`src/rtl/wrr_arb_pkg.sv`:
```
package wrr_arb_pkg;
  // control -> datapath
  typedef struct packed {
    logic selHeld;  // keep current owner this cycle
    logic take;     // fresh grant: load owner and mask
    logic bump;     // packet done, quota not yet used up
    logic clear;    // no grant or quota used up: zero the count
  } arbStrobe_t;

  // datapath -> control
  typedef struct packed {
    logic ownerReq;  // registered owner still requesting
    logic anyReq;    // some request present
    logic quotaEnd;  // granted requester completes its last allowed packet if lastFlit
  } arbStatus_t;
endpackage

```
`src/rtl/wrr_arb_datapath.sv`:
```
module wrr_arb_datapath
  import wrr_arb_pkg::*;
#(
  parameter int NumReq  = 5,
  parameter int WeightW = 3
) (
  input  logic                      clk,
  input  logic                      rstN,
  input  logic [NumReq-1:0]         req,
  input  logic [NumReq*WeightW-1:0] weights,
  input  arbStrobe_t                strobe,
  output arbStatus_t                status,
  output logic [NumReq-1:0]         grantVec
);
  localparam int IdxW = (NumReq > 1) ? $clog2(NumReq) : 1;

  logic [IdxW-1:0]    ownerQ, pickIdx, grantIdx;
  logic [NumReq-1:0]  maskQ, maskedReq, nextMask;
  logic [WeightW-1:0] countQ, countBase;
  logic [WeightW-1:0] effW [NumReq];

  function automatic logic [IdxW-1:0] lowestSet(input logic [NumReq-1:0] vec);
    logic [IdxW-1:0] idx;
    idx = '0;
    for (int i = NumReq - 1; i >= 0; i--) begin
      if (vec[i]) idx = IdxW'(i);
    end
    return idx;
  endfunction

  // zero weight is promoted to one
  for (genvar g = 0; g < NumReq; g++) begin : gWeight
    logic [WeightW-1:0] field;
    assign field   = weights[g*WeightW +: WeightW];
    assign effW[g] = (field == '0) ? WeightW'(1) : field;
  end

  assign maskedReq = req & maskQ;
  assign pickIdx   = (|maskedReq) ? lowestSet(maskedReq) : lowestSet(req);
  assign grantIdx  = strobe.selHeld ? ownerQ : pickIdx;
  assign countBase = strobe.take ? '0 : countQ;

  for (genvar g = 0; g < NumReq; g++) begin : gVec
    assign nextMask[g] = (IdxW'(g) > pickIdx);
    assign grantVec[g] = status.anyReq && (grantIdx == IdxW'(g));
  end

  assign status.anyReq   = |req;
  assign status.ownerReq = req[ownerQ];
  assign status.quotaEnd = ({1'b0, countBase} + 1'b1) >= {1'b0, effW[grantIdx]};

  always_ff @(posedge clk or negedge rstN) begin
    if (!rstN) begin
      ownerQ <= '0;
      maskQ  <= '1;
    end else if (strobe.take) begin
      ownerQ <= pickIdx;
      maskQ  <= nextMask;
    end
  end

  always_ff @(posedge clk or negedge rstN) begin
    if (!rstN)            countQ <= '0;
    else if (strobe.clear) countQ <= '0;
    else if (strobe.bump)  countQ <= countBase + WeightW'(1);
    else if (strobe.take)  countQ <= '0;
  end
endmodule

```
`src/rtl/wrr_arb_control.sv`:
```
module wrr_arb_control
  import wrr_arb_pkg::*;
(
  input  logic       clk,
  input  logic       rstN,
  input  logic       lastFlit,
  input  arbStatus_t status,
  output arbStrobe_t strobe,
  output logic       grantValid
);
  logic holdingQ, packetDone, quotaDone;

  assign grantValid = status.anyReq;
  assign packetDone = grantValid && lastFlit;
  assign quotaDone  = packetDone && status.quotaEnd;

  assign strobe.selHeld = holdingQ && status.ownerReq;
  assign strobe.take    = grantValid && !strobe.selHeld;
  assign strobe.bump    = packetDone && !status.quotaEnd;
  assign strobe.clear   = !grantValid || quotaDone;

  always_ff @(posedge clk or negedge rstN) begin
    if (!rstN) holdingQ <= 1'b0;
    else       holdingQ <= grantValid && !quotaDone;
  end
endmodule

```
`src/rtl/wrr_port_arbiter.sv`:
```
module wrr_port_arbiter
  import wrr_arb_pkg::*;
#(
  parameter int NumReq  = 5,
  parameter int WeightW = 3
) (
  input  logic                      clk,
  input  logic                      rstN,
  input  logic [NumReq-1:0]         req,
  input  logic [NumReq*WeightW-1:0] weights,
  input  logic                      lastFlit,
  output logic [NumReq-1:0]         grant,
  output logic                      grantValid
);
  arbStrobe_t strobe;
  arbStatus_t status;

  wrr_arb_control uCtrl (
    .clk(clk), .rstN(rstN), .lastFlit(lastFlit),
    .status(status), .strobe(strobe), .grantValid(grantValid)
  );

  wrr_arb_datapath #(.NumReq(NumReq), .WeightW(WeightW)) uPath (
    .clk(clk), .rstN(rstN), .req(req), .weights(weights),
    .strobe(strobe), .status(status), .grantVec(grant)
  );
endmodule

```
`config.mk`:
```
export PLATFORM = sky130hd
export DESIGN_NAME = wrr_port_arbiter
export DESIGN_NICKNAME = d
export VERILOG_FILES = /design/src/rtl/wrr_arb_pkg.sv /design/src/rtl/wrr_arb_datapath.sv /design/src/rtl/wrr_arb_control.sv /design/src/rtl/wrr_port_arbiter.sv
export SDC_FILE = /design/constraint.sdc
export NUM_CORES = 1
export LEC_CHECK = 0
export ABC_AREA = 1
export BUFFER_PORTS_ARGS = -buffer_cell sky130_fd_sc_hd__buf_2
export CORE_MARGIN = 2
export CORE_UTILIZATION = 40
export CTS_BUF_LIST = sky130_fd_sc_hd__clkbuf_4
export CTS_CLUSTER_DIAMETER = 150
export DETAILED_ROUTE_END_ITERATION = 10
export HOLD_SLACK_MARGIN = 0.12
export PLACE_DENSITY = 0.64
export RECOVER_POWER = 50
export SLEW_MARGIN = 40
export SYNTH_ARGS = -nofsm -noshare
export SYNTH_HDL_FRONTEND = slang
export SYNTH_HIERARCHICAL = 1
export SYNTH_SLANG_ARGS = --single-unit
```
`constraint.sdc`:
```
create_clock -name clk -period 3.4 [get_ports clk]
set_clock_uncertainty 0.05 [all_clocks]
set_input_delay 0.17 -clock clk [delete_from_list [all_inputs] [get_ports clk]]
set_output_delay 0.17 -clock clk [all_outputs]
set_load 0.01 [all_outputs]
```
==> impl_results.md <==
* Number of different library cells in the post-synthesis netlist at 28
* Clk slew on worst S/H paths at 0.08 ns
* GR Util All Layers at 17.0%
* Top cell types by occurrence after synthesis: sky130_fd_sc_hd__nand2_1 (52), sky130_fd_sc_hd__nor2_1 (27), sky130_fd_sc_hd__inv_1 (24), sky130_fd_sc_hd__nand3_1 (16)
* Maximum frequency from static timing analysis at 330 MHz
* Layout Area Growth over Synthesis at 21.0%
* Count of boundary I/O pins at 29
* Layout cells sized above 1 at 27.3%
* Row count at 19
* Overall die height at 57.5 um
* Area of the mapped netlist at 1150 um^2
* HPWL Detailed at 2150 um
* Final period util at 89.0%
* HP Start: req[4]
* Type of the setup path with the least slack: flop to flop
* Category of the worst setup path launch point: flop
* Critical path fanouts, max at 8
* Final period demand of the worst path at 3.03 ns
* Peak ir drop on the vdd network at 0.000669 V
* Sequential cell area at 308 um^2
* Number of failing hold endpoints at the final stage at 0
* WP data required at 3.52 ns
* Synth Net Count at 208
* Count of mapped cells out of synthesis at 181
* Remaining global-route overflow at 0
* Number of synthesized flops with an enable pin at 0
* Hold Path Class: primary input to flop
* Worst EP arrival at 3.14 ns
* Area share of the largest cell type after synthesis at 17.0%
* Sequential area share after synthesis at 26.7%
* Post-synth top flop: sky130_fd_sc_hd__dfrtp_1
* Detail-routed via count per cell at 4.90
* Vias after detailed routing at 1210
* Diode count at 0
* Unrepaired setup endpoints after global routing: no
* Core outline area at 2730 um^2
* Number of design-rule violations left by the first detailed-router iteration at 23
* CP most frequent cell: sky130_fd_sc_hd__nand2_1
* Top-count cell post-synth: sky130_fd_sc_hd__nand2_1
* Critical Path, Cell by Cell: inv_1 > nor2_1 > o21ai_1 > a32o_2 > nand2_1 > inv_2 > nand2_1 > nand2_4 > clkinv_2 > nand3_1 > nand2_1 > inv_1 > nand2_1 > nand2_1 > ha_1 > inv_1 > a21boi_0 > o21ai_0 > nand2_1 > nor2_4 > inv_1 > nor2_1 > nor3_1
* Slew at the pin with the worst max-slew slack at 0.602 ns
* PD cells at 1010 nW/um^2
* Max_cap viols at 0
* Async set-reset flop share out of synthesis at 100%
* Final hold slack at 0.274 ns
* Sort of element at the end of the critical path: flop
* H-Tree Level Count at 1
* Average cell area after synthesis at 6.33 um^2
* Filler instances at 290
* Clock insertion delay at the later pin of the skew report at 0.27 ns
* Startpoint of the worst-slack reg-to-reg timing path: uPath/ownerQ[0]$_DFFE_PN0P_
* Relative slew slack at 59.9%
* Synthesized flop and latch total at 12
* Clock root buffer: sky130_fd_sc_hd__clkbuf_4
* Number of sinks on the clock net at 12
* Total leakage power at 0.785 nW
* Final setup vio count at 0
* TritonRoute pass-1 iters at 4
* Maximum number of pins on one net before global-route repair at 13
* TritonCTS clock tree: built
* Post-route DRC violation count at 0
* Result of the run: completed
* Floorplan die width at 57.5 um
* Final design utilization at 50.7%
* Total of warnings raised by yosys at 6
* Wire length of the first global-routing pass at 4480 um
* Library cell occupying the most area in the post-synthesis netlist: sky130_fd_sc_hd__nand2_1
* Slowest stage cell on the critical path: sky130_fd_sc_hd__dfrtp_2
* Summed negative setup slack over all endpoints at 0 ns
* Final max-slew violation count at 0
* Critical Path Max Stage Delay at 0.42 ns
* Die outline area at 3310 um^2
* Antenna Nets Post-Route at 0
* Cts bufs inserted at 3
* Multi-input combinational cell area at 732 um^2
* Routability Congestion at 0.823
* Number of global-route vias before repair at 1101
* Final Net Count at 244
* Routed wire per std cell at 10.3 um
* Number of buffers on the longest clock path at 2
* Starting density of the core at 41.9%
* Number of port buffers at 28
* Final wirelength at 2550 um
* Buffers inserted by post-CTS timing repair at 0
* Critical path startpoint: uPath/ownerQ[0]$_DFFE_PN0P_
* Number of antenna violations at the first check in global routing at 0
* Cell types occupying the most area after synthesis: sky130_fd_sc_hd__nand2_1 (17%), sky130_fd_sc_hd__dfrtp_1 (15%), sky130_fd_sc_hd__dfstp_2 (11%)
## final timing paths
check / slack, ns / to / cells past startpoint
setup / recovery: 0.37 / uPath/countQ[0]$_DFF_PN0_ / 23
max in group asynchronous: 2.53 / uPath/ownerQ[0]$_DFFE_PN0P_ / 2
hold / removal: 0.27 / uPath/maskQ[2]$_DFFE_PN1P_ / 4
hold reg to reg: 0.41 / uPath/maskQ[0]$_DFFE_PN1P_ / 2
setup reg to reg: 0.37 / uPath/countQ[0]$_DFF_PN0_ / 23
min in group asynchronous: 0.35 / uPath/countQ[0]$_DFF_PN0_ / 2
## cell families (layout without fill, tap and decap cells)
logic type	after synthesis	count (layout)	share of synthesized area (%)
xor+xnor	1	1	0.764
compound gates	20	20	11.1
buf+inv	29	64	10.2
fa+ha+maj	4	4	4.37
flops	12	12	26.7
simple gates	115	115	46.8
## where the power goes
group	internal, mW	total (mW)	switching (mW)
combinational	0.384	1.05	0.665
clock	0.0425	0.0905	0.0479
sequential	0.220	0.259	0.0395
## registers in the layout (all words and copies together) (netlist names)
register	flops
uPath/ownerQ	3
uPath/countQ	3
uPath/maskQ	5
uCtrl/holdingQ	1
## critical path, delay by kind of cell, from the launching register on
family                     cells  cell delay, ns
DFF                            1            0.42
adders and majority gates      1            0.27
buffers and inverters          6            0.38
and+or+nand+nor               12            1.24
AOI/OAI and AO/OA              4            0.56
## cell type report
| type | count | area share, % |
|---|---|---|
| Clock buffer | 3 | 1.62 |
| Multi-Input combinational cell | 140 | 52.8 |
| Sequential cell | 12 | 22.2 |
| Inverter | 28 | 7.85 |
| Clock inverter | 1 | 0.271 |
| Tap cell | 31 | 2.80 |
| Timing Repair Buffer | 32 | 12.5 |
## metrics by stage
| stage | worst slack (ns) | std cells | power [mW] | area [um^2] |
|---|---|---|---|---|
| 6_report | 0.374 | 247 | 1.40 | 1390 |
| 5_1_grt | 0.0672 | 247 | 1.59 | 1390 |
| 4_1_cts | 0.101 | 247 | 1.39 | 1380 |
| 3_5_place_dp | 0.128 | 241 | 1.29 | 1330 |
| 3_3_place_gp | 0.317 | 241 | 1.26 | 1330 |
| 2_1_floorplan | 0.395 | 181 | 1.03 | 1150 |
## metal layers
layer  global-route usage [%]  vias to the layer above  part of all wire (%)
met4                     5.98                        0                  0.20
met1                     21.6                      533                    48
met5                        0                        -                     0
li1                         -                      651                     -
met2                     29.5                       24                    49
met3                     2.04                        2                   3.5
## placed cells by master (no fill, tap or decap), types with 4 or more instances in the layout
cell	count
sky130_fd_sc_hd__nand2_1	52
sky130_fd_sc_hd__nand2_2	4
sky130_fd_sc_hd__nor3_1	6
sky130_fd_sc_hd__buf_2	26
sky130_fd_sc_hd__inv_1	22
sky130_fd_sc_hd__o21ai_0	4
sky130_fd_sc_hd__dfrtp_1	6
sky130_fd_sc_hd__dfstp_2	5
sky130_fd_sc_hd__a21oi_1	4
sky130_fd_sc_hd__nor2_1	26
sky130_fd_sc_hd__nand3_2	5
sky130_fd_sc_hd__nand3_1	16
sky130_fd_sc_hd__ha_1	4
## timing repair
action,CTS,global route
setup endpoints to repair,0,3
hold endpoints to repair,13,0
gates resized for setup,0,10
hold buffers,2,0
Note: power is estimated with default switching activity, not from simulation.
